File: src/rtl/sram_ctl_pkg.sv
package sram_ctl_pkg;

    typedef enum logic [2:0] {
        ST_IDLE,
        ST_RD_ACCESS,
        ST_RD_RELEASE,
        ST_WR_SETUP,
        ST_WR_PULSE,
        ST_WR_RECOVER
    } ctl_state_e;

    // nanoseconds to whole clock cycles, rounded up, never below one
    function automatic int unsigned ns_to_cycles(input int unsigned ns, input int unsigned clk_ns);
        int unsigned c;
        c = (ns + clk_ns - 1) / clk_ns;
        if (c == 0) c = 1;
        return c;
    endfunction

    function automatic int unsigned max_of(input int unsigned a, input int unsigned b);
        return (a > b) ? a : b;
    endfunction

endpackage

File: src/rtl/sram_cyc_timer.sv
module sram_cyc_timer #(
    parameter int unsigned CNT_W = 4
) (
    input  logic             clk,
    input  logic             rst_n,
    input  logic             load_i,
    input  logic [CNT_W-1:0] load_val_i,
    output logic             last_o
);

    logic [CNT_W-1:0] cnt_q;

    always_ff @(posedge clk or negedge rst_n) begin
        if (!rst_n) begin
            cnt_q <= '0;
        end else if (load_i) begin
            cnt_q <= load_val_i;
        end else if (cnt_q != '0) begin
            cnt_q <= cnt_q - 1'b1;
        end
    end

    assign last_o = (cnt_q == CNT_W'(1));

    // a zero load would make a timed state never end
    a_r2_load_nonzero: assert property (@(posedge clk) disable iff (!rst_n)
        load_i |-> (load_val_i != '0));

endmodule

File: src/rtl/sram_lane_gate.sv
module sram_lane_gate #(
    parameter int unsigned LANES  = 2,
    parameter int unsigned LANE_W = 8
) (
    input  logic                      sel_en_i,
    input  logic [LANES-1:0]          sel_mask_i,
    input  logic [LANES-1:0]          rd_mask_i,
    input  logic [LANES*LANE_W-1:0]   dq_i,
    output logic [LANES-1:0]          lane_n_o,
    output logic [LANES*LANE_W-1:0]   rd_o
);

    for (genvar g = 0; g < LANES; g++) begin : g_lane
        assign lane_n_o[g]               = !(sel_en_i && sel_mask_i[g]);
        assign rd_o[g*LANE_W +: LANE_W]  = rd_mask_i[g] ? dq_i[g*LANE_W +: LANE_W] : '0;
    end

endmodule

File: src/rtl/sram_strobe_ctrl.sv
module sram_strobe_ctrl
    import sram_ctl_pkg::*;
#(
    parameter int unsigned ADDR_W  = 20,
    parameter int unsigned LANES   = 2,
    parameter int unsigned LANE_W  = 8,
    parameter int unsigned CLK_NS  = 10,
    parameter int unsigned T_RC_NS = 70,
    parameter int unsigned T_AA_NS = 70,
    parameter int unsigned T_WP_NS = 55,
    parameter int unsigned T_CW_NS = 65,
    parameter int unsigned T_AW_NS = 65,
    parameter int unsigned T_DW_NS = 35,
    parameter int unsigned T_HZ_NS = 25
) (
    input  logic                     clk,
    input  logic                     rst_n,
    input  logic                     req_i,
    input  logic                     wr_i,
    input  logic [ADDR_W-1:0]        addr_i,
    input  logic [LANES*LANE_W-1:0]  wdata_i,
    input  logic [LANES-1:0]         mask_i,
    output logic [LANES*LANE_W-1:0]  rdata_o,
    output logic                     done_o,
    output logic [ADDR_W-1:0]        mem_addr_o,
    output logic                     mem_cs_n_o,
    output logic                     mem_cs_o,
    output logic                     mem_we_n_o,
    output logic                     mem_oe_n_o,
    output logic [LANES-1:0]         mem_lane_n_o,
    output logic [LANES*LANE_W-1:0]  mem_dq_o,
    output logic                     mem_dq_oe_o,
    input  logic [LANES*LANE_W-1:0]  mem_dq_i
);

    localparam int unsigned DATA_W  = LANES * LANE_W;
    localparam int unsigned RD_CYC  = ns_to_cycles(max_of(T_RC_NS, T_AA_NS), CLK_NS);
    localparam int unsigned WP_CYC  = ns_to_cycles(max_of(max_of(T_WP_NS, T_CW_NS),
                                                          max_of(T_AW_NS, T_DW_NS)), CLK_NS);
    localparam int unsigned HZ_CYC  = ns_to_cycles(T_HZ_NS, CLK_NS);
    localparam int unsigned MAX_CYC = max_of(max_of(RD_CYC, WP_CYC), HZ_CYC);
    localparam int unsigned CNT_W   = $clog2(MAX_CYC + 1);

    ctl_state_e state_q, state_nxt;

    logic               accept;
    logic               t_load, t_last;
    logic [CNT_W-1:0]   t_val;
    logic [ADDR_W-1:0]  addr_q;
    logic [DATA_W-1:0]  wdata_q;
    logic [LANES-1:0]   mask_q, mask_nxt;
    logic               cs_nxt;
    logic [LANES-1:0]   lane_nxt;
    logic [DATA_W-1:0]  rd_gated;
    logic               rd_capture;

    assign accept     = (state_q == ST_IDLE) && req_i;
    assign rd_capture = (state_q == ST_RD_ACCESS) && t_last;
    assign mask_nxt   = accept ? mask_i : mask_q;

    // ---------------- next-state logic ----------------
    always_comb begin
        state_nxt = state_q;
        unique case (state_q)
            ST_IDLE:       if (req_i)  state_nxt = wr_i ? ST_WR_SETUP : ST_RD_ACCESS;
            ST_RD_ACCESS:  if (t_last) state_nxt = ST_RD_RELEASE;
            ST_RD_RELEASE: if (t_last) state_nxt = ST_IDLE;
            ST_WR_SETUP:               state_nxt = ST_WR_PULSE;
            ST_WR_PULSE:   if (t_last) state_nxt = ST_WR_RECOVER;
            ST_WR_RECOVER:             state_nxt = ST_IDLE;
            default:                   state_nxt = ST_IDLE;
        endcase
    end

    // ---------------- state register ----------------
    always_ff @(posedge clk or negedge rst_n) begin
        if (!rst_n) state_q <= ST_IDLE;
        else        state_q <= state_nxt;
    end

    // ---------------- cycle timer ----------------
    assign t_load = (state_nxt != state_q);

    always_comb begin
        unique case (state_nxt)
            ST_RD_ACCESS:  t_val = CNT_W'(RD_CYC);
            ST_RD_RELEASE: t_val = CNT_W'(HZ_CYC);
            ST_WR_PULSE:   t_val = CNT_W'(WP_CYC);
            default:       t_val = CNT_W'(1);
        endcase
    end

    sram_cyc_timer #(.CNT_W(CNT_W)) u_timer (
        .clk        (clk),
        .rst_n      (rst_n),
        .load_i     (t_load),
        .load_val_i (t_val),
        .last_o     (t_last)
    );

    // ---------------- request capture ----------------
    always_ff @(posedge clk or negedge rst_n) begin
        if (!rst_n) begin
            addr_q  <= '0;
            wdata_q <= '0;
            mask_q  <= '0;
        end else if (accept) begin
            addr_q  <= addr_i;
            wdata_q <= wdata_i;
            mask_q  <= mask_i;
        end
    end

    // ---------------- lane gating ----------------
    assign cs_nxt = (state_nxt == ST_RD_ACCESS) || (state_nxt == ST_WR_SETUP) ||
                    (state_nxt == ST_WR_PULSE);

    sram_lane_gate #(.LANES(LANES), .LANE_W(LANE_W)) u_lanes (
        .sel_en_i   (cs_nxt),
        .sel_mask_i (mask_nxt),
        .rd_mask_i  (mask_q),
        .dq_i       (mem_dq_i),
        .lane_n_o   (lane_nxt),
        .rd_o       (rd_gated)
    );

    // ---------------- registered outputs ----------------
    always_ff @(posedge clk or negedge rst_n) begin
        if (!rst_n) begin
            mem_cs_n_o   <= 1'b1;
            mem_cs_o     <= 1'b0;
            mem_we_n_o   <= 1'b1;
            mem_oe_n_o   <= 1'b1;
            mem_lane_n_o <= '1;
            mem_dq_oe_o  <= 1'b0;
            done_o       <= 1'b0;
            rdata_o      <= '0;
        end else begin
            mem_cs_n_o   <= !cs_nxt;
            mem_cs_o     <= cs_nxt;
            mem_we_n_o   <= (state_nxt != ST_WR_PULSE);
            mem_oe_n_o   <= (state_nxt != ST_RD_ACCESS);
            mem_lane_n_o <= lane_nxt;
            mem_dq_oe_o  <= (state_nxt == ST_WR_SETUP) || (state_nxt == ST_WR_PULSE) ||
                            (state_nxt == ST_WR_RECOVER);
            done_o       <= rd_capture || (state_q == ST_WR_RECOVER);
            if (rd_capture) rdata_o <= rd_gated;
        end
    end

    assign mem_addr_o = addr_q;
    assign mem_dq_o   = wdata_q;

    // ---------------- assertions ----------------
    // cycles output enable has stayed released; bus idle in reset counts as released
    logic [CNT_W-1:0] oe_idle_q;
    always_ff @(posedge clk or negedge rst_n) begin
        if (!rst_n)                          oe_idle_q <= CNT_W'(HZ_CYC);
        else if (!mem_oe_n_o)                oe_idle_q <= '0;
        else if (oe_idle_q < CNT_W'(HZ_CYC)) oe_idle_q <= oe_idle_q + 1'b1;
    end

    a_r7_no_contention: assert property (@(posedge clk) disable iff (!rst_n)
        mem_dq_oe_o |-> mem_oe_n_o);

    a_r7_turnaround: assert property (@(posedge clk) disable iff (!rst_n)
        $rose(mem_dq_oe_o) |-> (oe_idle_q >= CNT_W'(HZ_CYC)));

    a_r7_no_oe_we_overlap: assert property (@(posedge clk) disable iff (!rst_n)
        !mem_oe_n_o |-> mem_we_n_o);

    a_r2_write_window: assert property (@(posedge clk) disable iff (!rst_n)
        !mem_we_n_o |-> (!mem_cs_n_o && mem_cs_o && mem_dq_oe_o));

    a_r3_data_stable: assert property (@(posedge clk) disable iff (!rst_n)
        (!mem_we_n_o && $past(!mem_we_n_o)) |-> $stable(mem_dq_o));

    a_r6_done_single: assert property (@(posedge clk) disable iff (!rst_n)
        done_o |=> !done_o);

    a_r8_addr_held: assert property (@(posedge clk) disable iff (!rst_n)
        (!mem_cs_n_o && $past(!mem_cs_n_o)) |-> $stable(mem_addr_o));

    a_r1_cs_pair: assert property (@(posedge clk) disable iff (!rst_n)
        mem_cs_o == !mem_cs_n_o);

endmodule

File: config.mk
export PLATFORM = sky130hd
export DESIGN_NAME = sram_strobe_ctrl
export DESIGN_NICKNAME = d
export VERILOG_FILES = /design/src/rtl/sram_ctl_pkg.sv /design/src/rtl/sram_cyc_timer.sv /design/src/rtl/sram_lane_gate.sv /design/src/rtl/sram_strobe_ctrl.sv
export SDC_FILE = /design/constraint.sdc
export NUM_CORES = 1
export LEC_CHECK = 0
export BUFFER_PORTS_ARGS = -buffer_cell sky130_fd_sc_hd__clkbuf_2
export CAP_MARGIN = 30
export CORE_MARGIN = 5
export CORE_UTILIZATION = 45
export CTS_BUF_LIST = sky130_fd_sc_hd__clkbuf_4
export CTS_CLUSTER_SIZE = 30
export DETAILED_ROUTE_END_ITERATION = 16
export GPL_TIMING_DRIVEN = 0
export HOLD_SLACK_MARGIN = 0.05
export PLACE_DENSITY = 0.82
export SETUP_SLACK_MARGIN = 0.05
export SKIP_CTS_REPAIR_TIMING = 1
export SLEW_MARGIN = 20
export SYNTH_ARGS = -nofsm -noshare
export SYNTH_HDL_FRONTEND = slang
export SYNTH_SLANG_ARGS = --single-unit
export TNS_END_PERCENT = 5
File: constraint.sdc
create_clock -name clk -period 2.2 [get_ports clk]
set_clock_uncertainty 0.05 [all_clocks]
set_input_delay 0.11 -clock clk [delete_from_list [all_inputs] [get_ports clk]]
set_output_delay 0.11 -clock clk [all_outputs]
set_load 0.02 [all_outputs]
-- Word-level counts from Yosys, hierarchy flattened
Index checks and enable logic that the tools add are counted.
- word-level logic and storage cells: 56
- output and inout bits: 60
- register bits after elaboration: 68
- input bits: 58
- multiplexer cells: 12
- reductions and logical operators: 16
- add/sub/neg operators: 1
- equal/unequal tests: 14
- operator list (operator ; count):
    $mux W3 ; 6
    $mux W8 ; 2
    $pmux W3 S5 ; 1
    $eq A3 B2 Y1 const B ; 4
    $eq A3 B3 Y1 const B ; 4
    $eq A3 B1 Y1 const B ; 3
    $pmux W3 S2 ; 1
    $logic_or A1 B1 Y1 ; 5
    $logic_and A1 B1 Y1 ; 4
    $mux W2 ; 2
    $logic_not A1 Y1 ; 3
    $logic_not A3 Y1 ; 1
    $ne A3 B1 Y1 const B ; 1
    $ne A3 B3 Y1 ; 1
    $ne A3 B3 Y1 const B ; 1
    $reduce_bool A3 Y1 ; 1
    $sub A3 B1 Y3 const B ; 1
    $reduce_bool A2 Y1 ; 1
    $reduce_or A2 Y1 ; 1

-- Longest topological paths before layout
Gate-level depths: netlist of run 1.
- depth in word-level cells: 8
- mapped depth: 7
- depth with buffers taken out: 6

-- By module
A second synthesis of run 1 with hierarchy kept.
- cell total of the unflattened synthesis: 206
- area total of the unflattened synthesis: 2917.8 um2
- by module, submodules not included (module ; area each (um2) ; seq. area each (um2) ; cells each ; instances):
    sram_strobe_ctrl ; 2591.2 ; 1632.8 ; 166 ; 1
    sram_cyc_timer ; 219.0 ; 75.1 ; 22 ; 1
    sram_lane_gate ; 107.6 ; 0.0 ; 18 ; 1

-- Worst setup path after synthesis of run 1
Ideal clock, no wire load.
- kind: reg-to-reg
- from: register state_q[2]
- to: register addr_q[10] (netlist: mem_addr_o[10])
- slack: 697 ps
- clock period less this slack: 1503 ps
- required time: 2025 ps
- path buffers: 3
- cell stages (with the launch flop): 6
- library setup time: 125 ps
- arrival: 1327 ps
- cell sequence: dfrtp_1 > buf_4 > nor3_4 > buf_6 > buf_6 > mux2_4
- cells in the longest elaborated chain, start to end: 2
- ends and longest elaborated chain (element ; RTL line ; source):
    start: declaration ; sram_strobe_ctrl.sv:44 ; ctl_state_e state_q, state_nxt;
    start signal: assignment ; sram_strobe_ctrl.sv:78 ; else state_q <= state_nxt;
    $logic_not A3 Y1 ; sram_strobe_ctrl.sv:57 ; assign accept = (state_q == ST_IDLE) && req_i;
    $logic_and A1 B1 Y1 ; sram_strobe_ctrl.sv:57 ;
    end signal: assignment ; sram_strobe_ctrl.sv:108 ; addr_q <= addr_i;
    end: declaration ; sram_strobe_ctrl.sv:49 ; logic [ADDR_W-1:0] addr_q;
Every way passes these cells.
A chain may end at the register's enable or synchronous reset.

-- Final worst setup path of run 1
- from: register u_timer.cnt_q[1]
- to: register rdata_o[6]
- cells in the longest elaborated chain, start to end: 2
- ends and longest elaborated chain (element ; RTL line ; source):
    start: declaration ; sram_cyc_timer.sv:11 ; logic [CNT_W-1:0] cnt_q;
    start signal: assignment ; sram_cyc_timer.sv:17 ; cnt_q <= load_val_i;
    start signal: assignment ; sram_cyc_timer.sv:19 ; cnt_q <= cnt_q - 1'b1;
    $eq A3 B1 Y1 ; sram_cyc_timer.sv:23 ; assign last_o = (cnt_q == CNT_W'(1));
    $logic_and A1 B1 Y1 ; sram_strobe_ctrl.sv:58 ; assign rd_capture = (state_q == ST_RD_ACCESS) && t_last;
    end signal: assignment ; sram_strobe_ctrl.sv:147 ; if (rd_capture) rdata_o <= rd_gated;
    end: declaration ; sram_strobe_ctrl.sv:23 ; output logic [LANES*LANE_W-1:0] rdata_o,
Every way passes these cells.

==> results of run 1 <==
## power groups by stage
stage          Clock, mW  Combinational, mW  Sequential [mW]
2_1_floorplan          0               1.35             2.87
6_report           0.814               3.05             2.25
4_1_cts            0.830               2.95             2.23
3_3_place_gp           0               2.85             2.22
3_5_place_dp           0               2.95             2.24
5_1_grt            0.901               3.29             2.32
## cells in the mapped netlist (all sizes together)
cell type  number  area (µm²)
ha              3        37.5
nand2b          4        40.0
a21o            2        15.0
dfrtp          63        1580
a211oi          1        7.51
o211ai          1        7.51
a21oi           6        30.0
nand3b          2        15.0
xnor2           1        8.76
nor2b           1        6.26
nor3            2        21.3
nand3           2        10.0
inv             4        15.0
o21ai          17        85.1
mux2           38         462
a22oi           1        7.51
clkbuf          1        5.00
a2111oi         2        17.5
and3            1        6.26
buf            11        72.6
and2b           1        7.51
and2            1        6.26
or3b            1        8.76
o32ai           1        8.76
dfstp           5         131
nand2          38         143
nand4           1        6.26
o211a           1        10.0
mux2i           2        20.0
nor2            6        22.5
## per-layer routing
layer	vias up	global-route usage	routed length (µm)
li1	1129	-	-
met1	1155	0.191	3120
met2	111	0.250	4050
met3	12	0.0516	713
met4	0	0.0663	99
met5	-	0	0
## logic make-up (layout without fill, tap and decap cells)
| logic type | after synthesis | count (layout) | synth area share |
|---|---|---|---|
| buffers and inverters | 16 | 206 | 0.0329 |
| adder cells (fa/ha/maj) | 3 | 3 | 0.0134 |
| flip-flops | 68 | 68 | 0.608 |
| multiplexers | 40 | 40 | 0.171 |
| AO/OA/AOI/OAI | 32 | 32 | 0.0672 |
| AND/OR/NAND/NOR | 60 | 60 | 0.104 |
| XOR/XNOR | 1 | 1 | 0.00312 |
## registers in the layout, summed over array words and instances (netlist names)
register / flops
mem_cs_n_o: 1
mem_lane_n_o: 2
rdata_o: 16
mem_dq_oe_o: 1
mask_q: 2
mem_dq_o: 16
u_timer.cnt_q: 3
mem_addr_o: 20
mem_cs_o: 1
mem_oe_n_o: 1
mem_we_n_o: 1
state_q: 3
done_o: 1
## worst paths after layout
check                                  end             start  slack (ps)  depth (start not counted)
max                             rdata_o[6]  u_timer.cnt_q[1]         400                          6
min                             state_q[0]             req_i          90                          3
max reg2reg                     rdata_o[6]  u_timer.cnt_q[1]         400                          6
min reg2reg                    rdata_o[14]       rdata_o[14]         450                          2
max in group asynchronous  mem_lane_n_o[0]             rst_n        1300                          3
min in group asynchronous       state_q[0]             rst_n         200                          2
## stage by stage
stage | area (µm²) | worst slack (ps) | hold slack (ps) | util
floorplan | 2810 | 697 | -236 | -
CTS | 3660 | 403 | -380 | 0.610
detailed placement | 3510 | 416 | 71.0 | 0.586
global placement | 3490 | 507 | 293 | 0.582
global route | 4220 | 262 | 98.0 | 0.704
finish | 4220 | 399 | 85.7 | 0.704
## layout make-up
cell class	count	area (µm²)
clock inverter	7	77.6
inverter	4	15.0
clock buffer	9	67.6
tap	75	93.8
fill	413	1770
buffer	12	77.6
multi-input combinational	136	1010
sequential	68	1710
timing repair buffer	174	1170
## worst min-delay path, stage by stage
cell	delay, ps
clkbuf_2	140
nor3_1	140
a2111oi_0	100
==> summary.txt, run 1 <==
Status
  – Status: completed

Timing
  – Worst-Margin Slew: 673 ps
  – TNS Setup: 0 ps
  – Slew HR: 0.550
  – Final Cycle Share: 0.819
  – RSZ-0062 raised after global routing: no
  – Final Hold Violating Endpoints: 0
  – Fmax: 0.555 GHz
  – Final min period: 1800 ps
  – Final Max Tran Viols: 0
  – Setup violators final: 0

Logic synthesis
  – Syn nets: 281
  – Synthesis Warnings: 0
  – Unique masters post-synth: 36
  – Post-synthesis cell count: 220
  – #FFs+latches synth: 68
  – Sequential-to-total area share from yosys stat: 0.608
  – Synth Cell Area: 2810 µm²
  – Mean post-synth cell area: 12.8 µm²

Critical path
  – CP Launch Type: register
  – Slowest cell on crit path: dfrtp_1
  – Crit Path Class: register to register
  – Crit Path Max Fanout: 10
  – Max incr delay on CP: 380 ps
  – Kind of end point of the critical path: register
  – Critical path arrival: 2060 ps
  – Worst path bufs/invs: 2
  – CP top delay family: simple AND/OR/NAND/NOR gates
  – Worst-path cell chain: inv_1 -> ha_1 -> and2b_1 -> nand3_1 -> buf_2 -> o21ai_0
  – Critical Path RT: 2460 ps

Layout
  – Share of layout cells above drive strength 1: 0.463
  – Final instance count without filler cells: 485
  – Diode count: 0
  – Most frequent cells in the layout: 117 x clkbuf_2, 63 x dfrtp_1, 56 x dlygate4sd3_1
  – Total Nets Final: 466
  – Most common cell after layout, fill and taps aside: clkbuf_2
  – Area grow syn2layout: 50.1%

Power and ir drop
  – Power density over cell area: 1450 nW/µm²
  – Tot Pwr: 6.11 mW
  – Logic pwr share: 0.498
  – Largest vdd supply drop: 0.802 mV
  – Switching power: 2.59 mW
  – Leakage power: 2.11 nW
  – Clock power share: 0.133
  – Seq pwr share: 0.369
  – Switching share of power: 0.423
  – Int Pwr: 3.53 mW

CTS
  – Maximum level of the CTS H-tree: 3
  – CTS clk-pin slew, worst paths: 120 ps
  – CTS Buffer Depth: 2
  – Root buffer cell: clkbuf_4
  – CTS tree: done
  – Clock Latency Late Sink: 390 ps
  – CTS sink cnt: 68
  – Inserted Clock Buffers: 9

Placement
  – HPWL Detailed: 4.80 mm
  – I/O Buffers: 117
  – Placer Congestion: 0.764
  – Placed Cells: 413

Global route
  – Largest net degree at the start of global routing: 38
  – Gr usage total: 0.155
  – First-pass GRT wire length: 9.37 mm
  – Global route total overflow: 0
  – Initial antenna violation count: 0
  – Vias in the first global route: 2053

Route
  – Vias per cell: 4.96
  – Total vias in the final route: 2407
  – DRC Markers: 0
  – DR iter-0 viols: 80
  – Antenna-violating nets left: 0
  – Drt pass-1 iters: 4
  – Avg WL per Cell: 16.5 µm
  – Final wirelength: 7.98 mm

Die
  – Die Y: 89.0 µm
  – FP Rows: 28
  – DIE WIDTH: 89.0 µm
  – Core area: 5990 µm²
  – Initial Util: 0.469
  – IO Pins: 118
  – Die area: 7930 µm²

Job
  – Max-cap violations: 0

Min path
  – HP Class: input pin to register
(Power assumes the default switching activity.)
==> inputs of run 2 (changes only) <==
Clock period 2.2 ns to 1.75 ns, I/O delays scaled along.
==> run 2 against run 1 <==
Effect of this change:
- die area unchanged
- clock power up 25%
- global-route usage unchanged
- register-to-register slack worse by 310 ps
- combinational power up 28%
- wire length up 0.73%
- cell area up 0.98%
- maximum frequency up 8.6%
==> summary.txt, run 2 (same netlist as run 1, synthesis figures left out) <==
Die
  – Die Y: 89.0 µm
  – Core area: 5990 µm²
  – Die area: 7930 µm²
  – Initial Util: 0.469
  – FP Rows: 28
  – DIE WIDTH: 89.0 µm
  – IO Pins: 118

Global route
  – Initial antenna violation count: 0
  – Vias in the first global route: 2053
  – First-pass GRT wire length: 9.37 mm
  – Largest net degree at the start of global routing: 38
  – Global route total overflow: 0
  – Gr usage total: 0.155

Route
  – Total vias in the final route: 2410
  – Avg WL per Cell: 16.5 µm
  – Drt pass-1 iters: 4
  – Final wirelength: 8.04 mm
  – Vias per cell: 4.95
  – DRC Markers: 0
  – Antenna-violating nets left: 0
  – DR iter-0 viols: 68

Critical path
  – Slowest cell on crit path: dfrtp_1
  – Worst-path cell chain: inv_1 -> ha_2 -> and2b_2 -> nand3_2 -> buf_2 -> o21ai_0
  – R2r setup slk: 90 ps
  – WP depth: 6
  – Worst r2r src: u_timer.cnt_q[1]
  – Crit Path Class: register to register
  – Crit Path Max Fanout: 10
  – Max incr delay on CP: 380 ps
  – Kind of end point of the critical path: register
  – CP startpoint: u_timer.cnt_q[1]
  – CP Launch Type: register
  – R2R depth: 6
  – Critical path arrival: 1910 ps
  – CP endpoint: rdata_o[6]
  – CP top delay family: flip-flops
  – Reg-to-reg critical path endpoint: rdata_o[6]
  – Worst path bufs/invs: 2
  – Critical Path RT: 2000 ps

Timing
  – RSZ-0062 raised after global routing: yes
  – TNS Setup: 0 ps
  – Worst-Margin Slew: 666 ps
  – Hold slack: 67.6 ps
  – Final min period: 1660 ps
  – Slew HR: 0.555
  – Final Max Tran Viols: 0
  – Final Cycle Share: 0.947
  – Fmax: 0.603 GHz
  – Final Hold Violating Endpoints: 0
  – Setup violators final: 0

CTS
  – Root buffer cell: clkbuf_4
  – CTS tree: done
  – CTS sink cnt: 68
  – CTS Buffer Depth: 2
  – Maximum level of the CTS H-tree: 3
  – CTS clk-pin slew, worst paths: 110 ps
  – Inserted Clock Buffers: 9
  – Clock Latency Late Sink: 380 ps

Power and ir drop
  – Seq pwr share: 0.366
  – Clock power share: 0.132
  – Largest vdd supply drop: 1.01 mV
  – Power density over cell area: 1830 nW/µm²
  – Leakage power: 2.12 nW
  – Switching share of power: 0.422
  – Tot Pwr: 7.77 mW
  – Switching power: 3.28 mW
  – Logic pwr share: 0.502
  – Int Pwr: 4.49 mW

Layout
  – Largest register FFs: 20
  – Fillers: 399
  – Share of layout cells above drive strength 1: 0.476
  – Area of the multi-input gates: 1020 µm²
  – Most common cell after layout, fill and taps aside: clkbuf_2
  – Total Nets Final: 468
  – Most frequent cells in the layout: 116 x clkbuf_2, 62 x dfrtp_1, 56 x dlygate4sd3_1
  – Diode count: 0
  – Area grow syn2layout: 51.6%
  – Sequential cell area: 1710 µm²

Placement
  – Placer Congestion: 0.764
  – I/O Buffers: 117
  – HPWL Detailed: 4.80 mm

Job
  – Max-cap violations: 0

Status
  – Status: completed

Min path
  – HP Class: input pin to register
run 2: cell types whose count changed in the layout (fill, tap and decap cells not counted), sizes merged:
cell    change
buf         +3
clkbuf      -1
run 2: power groups by stage:
stage	sequential [mW]	combinational (mW)	clock (mW)
global route	2.93	4.21	1.13
detailed placement	2.82	3.70	0
CTS	2.80	3.70	1.04
global placement	2.79	3.59	0
finish	2.85	3.90	1.02
floorplan	3.61	1.70	0
run 2: routing by layer:
metal  global-route usage  share of wire  up-vias
li1                     -              -     1126
met1                0.191           0.39     1151
met2                0.250           0.51      121
met3               0.0516          0.091       12
met4               0.0663          0.013        0
met5                    0              0        -
run 2: layout make-up:
cell class / instances / share of cell area
multi-input combinational: 136 / 0.239
inverter: 4 / 0.00353
tap: 75 / 0.0220
timing repair buffer: 176 / 0.281
buffer: 12 / 0.0188
clock buffer: 9 / 0.0159
clock inverter: 7 / 0.0182
sequential: 68 / 0.401
run 2: worst register-to-register path, stage by stage, from the launching register on:
cell,delay [ps]
dfrtp_1,380
inv_1,110
ha_2,250
and2b_2,210
nand3_2,150
buf_2,220
o21ai_0,210
run 2: worst min path at each step:
| stage | start | endpoint | slack [ps] | cells past startpoint |
|---|---|---|---|---|
| 3_3_place_gp | addr_i[13] | mem_addr_o[13] | 270 | 2 |
| 6_report | req_i | state_q[0] | 70 | 3 |
| 4_1_cts | rst_n | rdata_o[0] | -400 | 1 |
| 3_5_place_dp | rst_n | mem_addr_o[3] | 50 | 1 |
| 2_1_floorplan | rst_n | done_o | -260 | 0 |
| 5_1_grt | req_i | state_q[0] | 70 | 3 |
run 2: per-stage QoR:
stage | instance area [µm²] | std cells | setup WS (ps) | util
2_1_floorplan | 2810 | 220 | 247 | -
3_3_place_gp | 3490 | 412 | 57.2 | 0.582
3_5_place_dp | 3510 | 413 | -33.8 | 0.586
4_1_cts | 3660 | 429 | -46.5 | 0.610
5_1_grt | 4260 | 487 | 17.5 | 0.711
6_report | 4260 | 487 | 92.1 | 0.711
==> inputs of run 3 (changes only) <==
Settings changed: CTS_BUF_LIST sky130_fd_sc_hd__clkbuf_4 to sky130_fd_sc_hd__clkbuf_8 sky130_fd_sc_hd__clkbuf_16.
==> run 3 against run 2 <==
Effect of this change:
- wire length is 0.87% lower
- sequential power hardly changed
- die area is the same
- setup slack worse by 7.5 ps
- non-clock buffer count unchanged
- flip-flop and latch count stayed put
- worst hold slack better by 61 ps
- utilization increased by 0.90 points
- critical endpoint unchanged
- largest power group unchanged
==> summary.txt, run 3 (same netlist as run 1, synthesis figures left out) <==
Status
  – Status: completed

Layout
  – Area grow syn2layout: 53.5%
  – Final instance count without filler cells: 487
  – Cell area after layout: 4310 µm²
  – Most common cell after layout, fill and taps aside: clkbuf_2
  – Total Nets Final: 468
  – Final core utilization: 0.720
  – Share of layout cells above drive strength 1: 0.473
  – Diode count: 0
  – Most frequent cells in the layout: 116 x clkbuf_2, 63 x dfrtp_1, 56 x dlygate4sd3_1
  – Largest register FFs: 20
  – Fillers: 397

CTS
  – Inserted Clock Buffers: 9
  – Clock Latency Late Sink: 330 ps
  – CTS clk-pin slew, worst paths: 70 ps
  – Maximum level of the CTS H-tree: 3
  – Root buffer cell: clkbuf_8
  – CTS tree: done
  – CTS Buffer Depth: 2
  – CTS sink cnt: 68

Job
  – Max-cap violations: 0

Critical path
  – Worst-path cell chain: inv_1 -> ha_2 -> and2b_2 -> nand3_2 -> buf_2 -> o21ai_0
  – CP Launch Type: register
  – Critical path arrival: 1860 ps
  – Slowest cell on crit path: dfrtp_1
  – Critical Path RT: 1940 ps
  – Max incr delay on CP: 360 ps
  – Worst path bufs/invs: 2
  – Crit Path Class: register to register
  – CP top delay family: flip-flops
  – Crit Path Max Fanout: 10
  – Kind of end point of the critical path: register

Timing
  – Final Hold Violating Endpoints: 0
  – Setup slack after layout: 84.6 ps
  – RSZ-0062 raised after global routing: yes
  – Final Max Tran Viols: 0
  – Final min period: 1670 ps
  – Final Cycle Share: 0.952
  – Setup violators final: 0
  – Slew HR: 0.558
  – TNS Setup: 0 ps
  – Fmax: 0.600 GHz
  – Hold slack: 129 ps
  – Worst-Margin Slew: 661 ps

Placement
  – Post-Place Setup Slack: -33.8 ps
  – I/O Buffers: 117
  – Placed Cells: 413
  – Post-Place Cell Area: 3510 µm²
  – Placer Congestion: 0.764
  – HPWL Detailed: 4.80 mm

Route
  – Final wirelength: 7.97 mm
  – Total vias in the final route: 2422
  – DRC Markers: 0
  – Antenna-violating nets left: 0
  – DR iter-0 viols: 85
  – Avg WL per Cell: 16.4 µm
  – Drt pass-1 iters: 4
  – Vias per cell: 4.97

Power and ir drop
  – Power density over cell area: 1860 nW/µm²
  – Tot Pwr: 8.00 mW
  – Leakage power: 2.14 nW
  – Largest vdd supply drop: 1.10 mV

Die
  – IO Pins: 118
  – DIE WIDTH: 89.0 µm
  – Die area: 7930 µm²
  – Die Y: 89.0 µm
  – FP Rows: 28
  – Core area: 5990 µm²
  – Initial Util: 0.469

Global route
  – Vias in the first global route: 2068
  – Initial antenna violation count: 0
  – Largest net degree at the start of global routing: 38
  – Global route total overflow: 0
  – Gr usage total: 0.153
  – First-pass GRT wire length: 9.34 mm

Min path
  – HP Class: input pin to register
==> run 3: cell count changes in the layout (fill, tap and decap cells not counted) <==
| cell | before | now |
|---|---|---|
| dfrtp_2 | 1 | 0 |
| a2111oi_0 | 1 | 2 |
| a2111oi_1 | 1 | 0 |
| clkbuf_4 | 10 | 1 |
| o21ai_1 | 1 | 0 |
| o21ai_0 | 16 | 17 |
| dfrtp_1 | 62 | 63 |
| clkbuf_8 | 0 | 9 |
==> run 3: path summary, 6_finish.rpt <==
| check | start | end | slack, ps | cells after the start |
|---|---|---|---|---|
| worst max-delay path | u_timer.cnt_q[1] | rdata_o[6] | 80 | 6 |
| max in group asynchronous | rst_n | mem_cs_n_o | 780 | 3 |
| min in group asynchronous | rst_n | mem_addr_o[19] | 250 | 2 |
| worst min register to register | rdata_o[1] | rdata_o[1] | 440 | 2 |
| worst min-delay path | req_i | state_q[0] | 130 | 3 |
| worst max register to register | u_timer.cnt_q[1] | rdata_o[6] | 80 | 6 |
==> run 3: layout make-up <==
type,instances,area [µm²],share of cell area
flip-flops and latches,68,1710,0.396
repair buffers,176,1200,0.277
multi-input cells,136,1020,0.236
clock buffers,9,124,0.0287
well taps,75,93.8,0.0218
plain buffers,12,80.1,0.0186
clock inverters,7,77.6,0.0180
inverters,4,15.0,0.00348
==> run 3: tightest hold or removal path, delay by kind of cell <==
family,cells,cell delay (ps)
and+or+nand+nor,1,130
buffers and inverters,1,140
AOI/OAI and AO/OA,1,90
==> run 3: metal layers <==
metal,global-route usage,vias to the layer above,part of all wire
met1,0.189,1137,0.37
met5,0,-,0
met3,0.0461,16,0.10
li1,-,1127,-
met2,0.252,142,0.50
met4,0.0582,0,0.018
==> run 3: power breakdown <==
group | internal [mW] | switching, mW | total [mW] | leakage, nW
clock network | 0.664 | 0.601 | 1.27 | 0.0994
registers | 2.39 | 0.459 | 2.84 | 0.812
logic | 1.67 | 2.23 | 3.89 | 1.23
